## src/rtl/sio_pkg.sv

```systemverilog
package sio_pkg;
  localparam int ADDR_W = 3;
  localparam int BUS_W  = 16;
  localparam int DIV_W  = 16;
  localparam int CHAR_W = 8;
  localparam int STAT_W = 13;
  localparam logic [DIV_W-1:0] DIV_RESET = 16;

  // word addresses
  localparam logic [ADDR_W-1:0] SEL_RX   = 3'd0;
  localparam logic [ADDR_W-1:0] SEL_TX   = 3'd1;
  localparam logic [ADDR_W-1:0] SEL_STAT = 3'd2;
  localparam logic [ADDR_W-1:0] SEL_CTRL = 3'd3;
  localparam logic [ADDR_W-1:0] SEL_DIV  = 3'd4;
  localparam logic [ADDR_W-1:0] SEL_PKT  = 3'd5;

  // status / control bit positions (control enables share the status position)
  localparam int B_PERR  = 0;
  localparam int B_FERR  = 1;
  localparam int B_BRK   = 2;
  localparam int B_ROVR  = 3;
  localparam int B_TOVR  = 4;
  localparam int B_TEMPT = 5;
  localparam int B_TRDY  = 6;
  localparam int B_RRDY  = 7;
  localparam int B_EXC   = 8;
  localparam int B_FBRK  = 9;
  localparam int B_CTSCH = 10;
  localparam int B_CTS   = 11;
  localparam int B_RTS   = 11;
  localparam int B_PKT   = 12;

  localparam logic [STAT_W-1:0] IRQ_ENABLES = 13'h15FF;

  typedef struct packed {
    logic              txWrite;
    logic [CHAR_W-1:0] txByte;
    logic [DIV_W-1:0]  divisor;
    logic              forceBrk;
  } sioCmd_t;
endpackage

```

## src/rtl/sio_shift.sv

```systemverilog
module sio_shift
  import sio_pkg::*;
(
  input  logic              clk,
  input  logic              rstN,
  input  sioCmd_t           cmd,
  input  logic              rxLine,
  output logic              txLine,
  output logic              holdFull,
  output logic              shiftBusy,
  output logic              rxValid,
  output logic [CHAR_W-1:0] rxByte,
  output logic              rxFrameErr,
  output logic              rxBreak
);
  localparam int FRAME_BITS = CHAR_W + 2;
  localparam int BITS_W     = $clog2(FRAME_BITS + 1);
  localparam int IDX_W      = $clog2(CHAR_W);
  localparam logic [DIV_W-1:0] ONE = 1;

  // ---------------- transmit ----------------
  logic [CHAR_W-1:0]     holdByte;
  logic [FRAME_BITS-1:0] txShift;
  logic [BITS_W-1:0]     txBits;
  logic [DIV_W-1:0]      txCnt;

  assign shiftBusy = (txBits != '0);

  always_ff @(posedge clk or negedge rstN) begin
    if (!rstN) begin
      holdByte <= '0;
      holdFull <= 1'b0;
      txShift  <= '1;
      txBits   <= '0;
      txCnt    <= '0;
    end else begin
      if (cmd.txWrite && !holdFull) begin
        holdByte <= cmd.txByte;
        holdFull <= 1'b1;
      end
      if (!shiftBusy) begin
        if (holdFull) begin
          txShift  <= {1'b1, holdByte, 1'b0};
          txBits   <= BITS_W'(FRAME_BITS);
          txCnt    <= cmd.divisor - ONE;
          holdFull <= 1'b0;
        end
      end else if (txCnt == '0) begin
        txShift <= {1'b1, txShift[FRAME_BITS-1:1]};
        txBits  <= txBits - BITS_W'(1);
        txCnt   <= cmd.divisor - ONE;
      end else begin
        txCnt <= txCnt - ONE;
      end
    end
  end

  assign txLine = cmd.forceBrk ? 1'b0 : (shiftBusy ? txShift[0] : 1'b1);

  assert_tx_idle_high_R2: assert property (@(posedge clk) disable iff (!rstN)
    (!shiftBusy && !cmd.forceBrk) |-> txLine);
  assert_force_break_R9: assert property (@(posedge clk) disable iff (!rstN)
    cmd.forceBrk |-> !txLine);

  // ---------------- receive ----------------
  typedef enum logic [2:0] {RX_IDLE, RX_START, RX_DATA, RX_STOP, RX_WAITHI} rxState_t;
  rxState_t          rxState;
  logic [1:0]        rxSync;
  logic              rxS;
  logic [DIV_W-1:0]  rxCnt;
  logic [IDX_W-1:0]  rxIdx;
  logic [CHAR_W-1:0] rxShift;

  assign rxS = rxSync[1];

  always_ff @(posedge clk or negedge rstN) begin
    if (!rstN) begin
      rxSync     <= 2'b11;
      rxState    <= RX_IDLE;
      rxCnt      <= '0;
      rxIdx      <= '0;
      rxShift    <= '0;
      rxValid    <= 1'b0;
      rxByte     <= '0;
      rxFrameErr <= 1'b0;
      rxBreak    <= 1'b0;
    end else begin
      rxSync  <= {rxSync[0], rxLine};
      rxValid <= 1'b0;
      case (rxState)
        RX_IDLE: if (!rxS) begin
          rxState <= RX_START;
          rxCnt   <= (cmd.divisor >> 1) - ONE;
        end
        RX_START: if (rxCnt == '0) begin
          if (rxS) rxState <= RX_IDLE;
          else begin
            rxState <= RX_DATA;
            rxCnt   <= cmd.divisor - ONE;
            rxIdx   <= '0;
          end
        end else rxCnt <= rxCnt - ONE;
        RX_DATA: if (rxCnt == '0) begin
          rxShift <= {rxS, rxShift[CHAR_W-1:1]};
          rxCnt   <= cmd.divisor - ONE;
          rxIdx   <= rxIdx + IDX_W'(1);
          if (rxIdx == IDX_W'(CHAR_W - 1)) rxState <= RX_STOP;
        end else rxCnt <= rxCnt - ONE;
        RX_STOP: if (rxCnt == '0) begin
          rxValid    <= 1'b1;
          rxByte     <= rxShift;
          rxFrameErr <= !rxS;
          rxBreak    <= !rxS && (rxShift == '0);
          rxState    <= rxS ? RX_IDLE : RX_WAITHI;
        end else rxCnt <= rxCnt - ONE;
        RX_WAITHI: if (rxS) rxState <= RX_IDLE;
        default: rxState <= RX_IDLE;
      endcase
    end
  end

  assert_break_implies_frame_R6: assert property (@(posedge clk) disable iff (!rstN)
    (rxValid && rxBreak) |-> (rxFrameErr && rxByte == '0));
endmodule

```

## src/rtl/sio_regs.sv

```systemverilog
module sio_regs
  import sio_pkg::*;
(
  input  logic              clk,
  input  logic              rstN,
  input  logic [ADDR_W-1:0] busAddr,
  input  logic              busWr,
  input  logic              busRd,
  input  logic [BUS_W-1:0]  busWdata,
  output logic [BUS_W-1:0]  busRdata,
  output logic              irq,
  output logic              rtsOut,
  input  logic              ctsIn,
  output sioCmd_t           cmd,
  input  logic              holdFull,
  input  logic              shiftBusy,
  input  logic              rxValid,
  input  logic [CHAR_W-1:0] rxByte,
  input  logic              rxFrameErr,
  input  logic              rxBreak
);
  logic wrTx, wrStat, wrCtrl, wrDiv, wrPkt, rdRx;
  assign wrTx   = busWr && (busAddr == SEL_TX);
  assign wrStat = busWr && (busAddr == SEL_STAT);
  assign wrCtrl = busWr && (busAddr == SEL_CTRL);
  assign wrDiv  = busWr && (busAddr == SEL_DIV);
  assign wrPkt  = busWr && (busAddr == SEL_PKT);
  assign rdRx   = busRd && (busAddr == SEL_RX);

  logic [CHAR_W-1:0] rxBuf, pktChar;
  logic [STAT_W-1:0] ctrlReg;
  logic [DIV_W-1:0]  divReg;
  logic rxReady, ferrF, brkF, roeF, toeF, ctsChg, pktSeen;
  logic [1:0] ctsSync;
  logic ctsPrev;
  logic txAccept, keepReady;

  assign txAccept  = wrTx && !holdFull;
  assign keepReady = rxReady && !rdRx;

  always_ff @(posedge clk or negedge rstN) begin
    if (!rstN) begin
      rxBuf   <= '0;
      pktChar <= '0;
      ctrlReg <= '0;
      divReg  <= DIV_RESET;
      rxReady <= 1'b0;
      ferrF   <= 1'b0;
      brkF    <= 1'b0;
      roeF    <= 1'b0;
      toeF    <= 1'b0;
      ctsChg  <= 1'b0;
      pktSeen <= 1'b0;
      ctsSync <= 2'b00;
      ctsPrev <= 1'b0;
    end else begin
      ctsSync <= {ctsSync[0], ctsIn};
      ctsPrev <= ctsSync[1];
      if (wrCtrl) ctrlReg <= busWdata[STAT_W-1:0];
      if (wrDiv)  divReg  <= busWdata[DIV_W-1:0];
      if (wrPkt)  pktChar <= busWdata[CHAR_W-1:0];
      // sticky flags: a status write clears, a same-cycle event wins
      if (wrStat) begin
        ferrF <= 1'b0; brkF <= 1'b0; roeF <= 1'b0;
        toeF <= 1'b0; ctsChg <= 1'b0; pktSeen <= 1'b0;
      end
      if (rxValid) begin
        if (keepReady) roeF <= 1'b1;
        else begin
          rxBuf   <= rxByte;
          rxReady <= 1'b1;
        end
        if (rxFrameErr) ferrF <= 1'b1;
        if (rxBreak)    brkF  <= 1'b1;
        if (rxByte == pktChar) pktSeen <= 1'b1;
      end else if (rdRx) begin
        rxReady <= 1'b0;
      end
      if (wrTx && holdFull) toeF <= 1'b1;
      if (txAccept && busWdata[CHAR_W-1:0] == pktChar) pktSeen <= 1'b1;
      if (ctsSync[1] != ctsPrev) ctsChg <= 1'b1;
    end
  end

  logic [STAT_W-1:0] statWord;
  logic excF;
  assign excF = ferrF | brkF | roeF | toeF;
  always_comb begin
    statWord          = '0;
    statWord[B_PERR]  = 1'b0;
    statWord[B_FERR]  = ferrF;
    statWord[B_BRK]   = brkF;
    statWord[B_ROVR]  = roeF;
    statWord[B_TOVR]  = toeF;
    statWord[B_TEMPT] = !holdFull && !shiftBusy;
    statWord[B_TRDY]  = !holdFull;
    statWord[B_RRDY]  = rxReady;
    statWord[B_EXC]   = excF;
    statWord[B_CTSCH] = ctsChg;
    statWord[B_CTS]   = ctsSync[1];
    statWord[B_PKT]   = pktSeen;
  end

  assign irq    = |(statWord & ctrlReg & IRQ_ENABLES);
  assign rtsOut = ctrlReg[B_RTS];

  assign cmd.txWrite  = txAccept;
  assign cmd.txByte   = busWdata[CHAR_W-1:0];
  assign cmd.divisor  = divReg;
  assign cmd.forceBrk = ctrlReg[B_FBRK];

  always_comb begin
    case (busAddr)
      SEL_RX:   busRdata = BUS_W'(rxBuf);
      SEL_STAT: busRdata = BUS_W'(statWord);
      SEL_CTRL: busRdata = BUS_W'(ctrlReg);
      SEL_DIV:  busRdata = BUS_W'(divReg);
      SEL_PKT:  busRdata = BUS_W'(pktChar);
      default:  busRdata = '0;
    endcase
  end

  assert_rx_overrun_keeps_R5: assert property (@(posedge clk) disable iff (!rstN)
    (rxValid && keepReady) |=> (roeF && rxBuf == $past(rxBuf)));
  assert_tx_overrun_R3: assert property (@(posedge clk) disable iff (!rstN)
    (wrTx && holdFull) |=> (toeF && holdFull));
  assert_masked_quiet_R8: assert property (@(posedge clk) disable iff (!rstN)
    (ctrlReg == '0) |-> !irq);
  assert_break_flag_R6: assert property (@(posedge clk) disable iff (!rstN)
    (rxValid && rxBreak) |=> (brkF && ferrF));
endmodule

```

## src/rtl/sio_port.sv

```systemverilog
module sio_port
  import sio_pkg::*;
(
  input  logic              clk,
  input  logic              rstN,
  input  logic [ADDR_W-1:0] busAddr,
  input  logic              busWr,
  input  logic              busRd,
  input  logic [BUS_W-1:0]  busWdata,
  output logic [BUS_W-1:0]  busRdata,
  output logic              irq,
  output logic              txLine,
  input  logic              rxLine,
  input  logic              ctsIn,
  output logic              rtsOut
);
  sioCmd_t           cmd;
  logic              holdFull, shiftBusy, rxValid, rxFrameErr, rxBreak;
  logic [CHAR_W-1:0] rxByte;

  sio_regs uRegs (
    .clk(clk), .rstN(rstN), .busAddr(busAddr), .busWr(busWr), .busRd(busRd),
    .busWdata(busWdata), .busRdata(busRdata), .irq(irq), .rtsOut(rtsOut),
    .ctsIn(ctsIn), .cmd(cmd), .holdFull(holdFull), .shiftBusy(shiftBusy),
    .rxValid(rxValid), .rxByte(rxByte), .rxFrameErr(rxFrameErr), .rxBreak(rxBreak)
  );

  sio_shift uShift (
    .clk(clk), .rstN(rstN), .cmd(cmd), .rxLine(rxLine), .txLine(txLine),
    .holdFull(holdFull), .shiftBusy(shiftBusy), .rxValid(rxValid),
    .rxByte(rxByte), .rxFrameErr(rxFrameErr), .rxBreak(rxBreak)
  );
endmodule

```

## config.mk

```make
export PLATFORM = sky130hd
export DESIGN_NAME = sio_port
export DESIGN_NICKNAME = d
export VERILOG_FILES = /design/src/rtl/sio_pkg.sv /design/src/rtl/sio_shift.sv /design/src/rtl/sio_regs.sv /design/src/rtl/sio_port.sv
export SDC_FILE = /design/constraint.sdc
export NUM_CORES = 1
export LEC_CHECK = 0
export ABC_AREA = 1
export CAP_MARGIN = 20
export CORE_ASPECT_RATIO = 0.8
export CORE_MARGIN = 2
export CORE_UTILIZATION = 45
export CTS_CLUSTER_DIAMETER = 50
export CTS_CLUSTER_SIZE = 8
export DETAILED_ROUTE_END_ITERATION = 10
export PLACE_DENSITY = 0.65
export SYNTH_ARGS = -nofsm -noshare
export SYNTH_HDL_FRONTEND = slang
export SYNTH_HIERARCHICAL = 1
export SYNTH_SLANG_ARGS = --single-unit
```

## constraint.sdc

```tcl
create_clock -name clk -period 2.55 [get_ports clk]
set_clock_uncertainty 0.15 [all_clocks]
set_input_delay 0.765 -clock clk [delete_from_list [all_inputs] [get_ports clk]]
set_output_delay 0.765 -clock clk [all_outputs]
set_load 0.005 [all_outputs]
```

==> impl_results.md <==
- Root Driver: clkbuf_16
- Worst vdd ir: 599 uV
- # diodes: 0
- MaxCap Viol Count: 0
- Final Max Slew Viols: 0
- Layout net count: 1271
- Share of post-route cells with drive strength above 1: 21.4%
- Placed inst area: 9280 sq um
- Post-synth EDFFs: 0
- DR iter-0 viols: 753
- CTS buffer count: 17
- FFs w/ async S/R, synth: 100%
- Clk buf depth: 2
- LEAKAGE: 4.92 nW
- Syn. warnings: 6
- Placer congestion estimate: 0.950
- Maximum clock frequency: 385 MHz
- DP HPWL: 17900 um
- Die height: 126 um
- RSZ-0062 raised after global routing: yes
- Total I/O pin count: 44
- Reg2reg setup slack: 0.28 ns
- #FFs+latches synth: 136
- Post-synth top flop: dfrtp_1
- Die area: 19800 sq um
- Routed vias/inst: 5.20
- Reg-to-Reg Start: uRegs/divReg[1]
- Hold crit path type: in2async
- Outcome: finished, violations left
- Drt wl/cell: 16.3 um
- Power Density: 736 nW/um^2
- Max H-tree Level: 4
- Initial antenna violation count: 0
- Crit Path Class: in2out
- DIE WIDTH: 157 um
- Routed WL: 24500 um
- Worst r2r dst: uShift/rxCnt[10]
- Post-route ant nets: 0
- Layout Cells excl Fill: 1503
- Final setup margin: -0.0488 ns
- Final Hold Vio Count: 0
- Cells after Synth: 1139
- Mapped Nets: 1173
- WP data required: 1.64 ns
- Placed instance count: 1450
- Synth Area per Inst: 7.39 sq um
- Core ar.: 18200 sq um
- Post-Layout Inst Area: 10300 sq um
- Sequential fraction of the synthesis area: 40.6%
- Worst r2r path cells: 10
- # DRC: 0
- Vias in the first global route: 7076
- CTS Hold Buffers Added: 0
- Rows: 44
- Failing checks: setup timing
- Total number of vias: 7811
- Reg clk slew, reported paths: 0.06 ns
- Synth cell types: 45
- Initial core utilization: 46.2%
- First-pass GRT wire length: 39100 um
- Fin crit period: 2.60 ns
- Relative slew slack: 60.7%
- Min Hold Slack: 0.0974 ns
- PortBufs: 43
- Least-Margin Pin Slew: 0.585 ns
- Pin count of the biggest net entering global routing: 44
- TritonCTS clock tree: yes
- Tcrit/Tclk final: 102%
- Worst setup SP type: input port
- Crit Path Max Fanout: 4
- Detailed Routing Iterations Pass 1: 5
- Area growth, synth to finish: 21.8%
- Critical path data arrival time: 1.68 ns
- Final setup vio count: 8
- Mapped cell area: 8420 sq um
- Gr usage total: 25.9%
- Worst-skew pair later-pin latency: 0.43 ns
- Worst setup EP type: output pin
- Grt ovf: 0
- Clock Sinks: 136
layout make-up:
cell class	instances	area, sq um
clock buffers	19	433
clock inverters	13	171
fillers	1704	7970
inverters	141	557
multi-input cells	828	4400
flip-flops and latches	136	3420
well taps	253	317
repair buffers	110	936
repair inverters	3	22.5
cell families after synthesis:
| family | synth area share [%] |
|---|---|
| and+or+nand+nor | 32.1 |
| buffers and inverters | 9.56 |
| AOI/OAI and AO/OA | 12.3 |
| DFF | 40.6 |
| xor gates and xnor gates | 3.02 |
| adders and majority gates | 1.34 |
| muxes | 1.07 |
power breakdown:
part           leakage [nW]  internal (mW)  switching (mW)
clock network         0.276           1.55            1.02
logic                  2.99          0.803            1.23
registers              1.66           2.53           0.425
total                  4.92           4.88            2.67
through the flow:
| step | setup TNS, ns | power, mW | worst slack [ns] | utilization, % |
|---|---|---|---|---|
| floorplan | 0 | 4.17 | 0.182 | - |
| CTS | -0.0877 | 7.49 | -0.0471 | 55.3 |
| global placement | -16.45 | 4.88 | -0.843 | 50.9 |
| finish | -0.249 | 7.55 | -0.0488 | 56.3 |
| detailed placement | -17.66 | 4.91 | -0.924 | 50.9 |
| global route | -0.659 | 8.00 | -0.133 | 56.3 |
critical path, cell delays in order:
cell,delay (ns)
buf_12,0.11
nor2_4,0.13
nand2_4,0.10
inv_4,0.09
buf_6,0.13
nand2_1,0.05
o21ai_1,0.08
inv_1,0.05
nand4_1,0.06
buf_2,0.12
synthesized netlist by cell type, types with 5 or more instances:
master / instances / area share, %
a31oi_1: 7 / 0.52
nand3_1: 91 / 5.4
a21oi_1: 18 / 1.1
nand4_1: 12 / 0.89
xnor2_1: 11 / 1.1
dfrtp_1: 124 / 37
o21ai_0: 63 / 3.7
o211ai_1: 11 / 0.98
nor3_1: 6 / 0.36
xor2_1: 18 / 1.9
inv_2: 10 / 0.45
buf_2: 6 / 0.36
dfstp_2: 12 / 3.7
o221ai_1: 5 / 0.52
ha_1: 9 / 1.3
nand2_4: 7 / 0.94
nor2_4: 6 / 0.80
nor2_1: 115 / 5.1
buf_4: 14 / 1.2
nand2_2: 9 / 0.67
mux2_2: 8 / 1.1
nor2_2: 10 / 0.74
nand2_1: 354 / 16
o21ai_2: 39 / 4.1
inv_1: 128 / 5.7
buf_6: 11 / 1.5
placed cells by master (no fill, tap or decap), types with 9 or more instances in the layout:
cell             count
a21oi_1             16
buf_2               13
buf_4               54
buf_6               14
clkbuf_16           17
clkdlybuf4s50_1     21
dfrtp_1            124
dfstp_2             12
inv_1              123
inv_2               10
nand2_1            340
nand2_2             18
nand2_4             11
nand3_1             87
nand4_1             12
nor2_1             114
nor2_2               9
o211ai_1            11
o21ai_0             56
o21ai_2             43
xnor2_1             11
xor2_1              18
sequential cells by signal, summed over array words and instances, names as in the netlist, 8 cells and up:
register / cells
uRegs/rxBuf: 8
uRegs/divReg: 16
uShift/rxByte: 8
uShift/rxCnt: 16
uShift/rxShift: 8
uShift/txCnt: 16
uShift/txShift: 9
uRegs/ctrlReg: 13
uRegs/pktChar: 8
uShift/holdByte: 8
repair_timing:
action / CTS / global route
setup endpoints to repair: 18 / 18
pin swaps: 10 / 16
cloned: 3 / 0
gates resized for setup: 124 / 40
buffers inserted: 12 / 7
layer usage:
| layer | track usage, % | share of wire [%] | vias up |
|---|---|---|---|
| li1 | - | - | 3835 |
| met1 | 39.8 | 48 | 3683 |
| met2 | 35.2 | 41 | 263 |
| met3 | 7.65 | 9.0 | 30 |
| met4 | 6.91 | 1.5 | 0 |
| met5 | 0 | 0 | - |
worst max path at each step:
| stage | startpoint | endpoint |
|---|---|---|
| floorplan | busAddr[1] | busRdata[2] |
| global placement | busAddr[1] | busRdata[9] |
| detailed placement | busAddr[1] | busRdata[2] |
| CTS | busAddr[0] | busRdata[2] |
| global route | uShift/txBits[0] | irq |
| finish | busAddr[1] | busRdata[4] |
(Power assumes the default switching activity.)
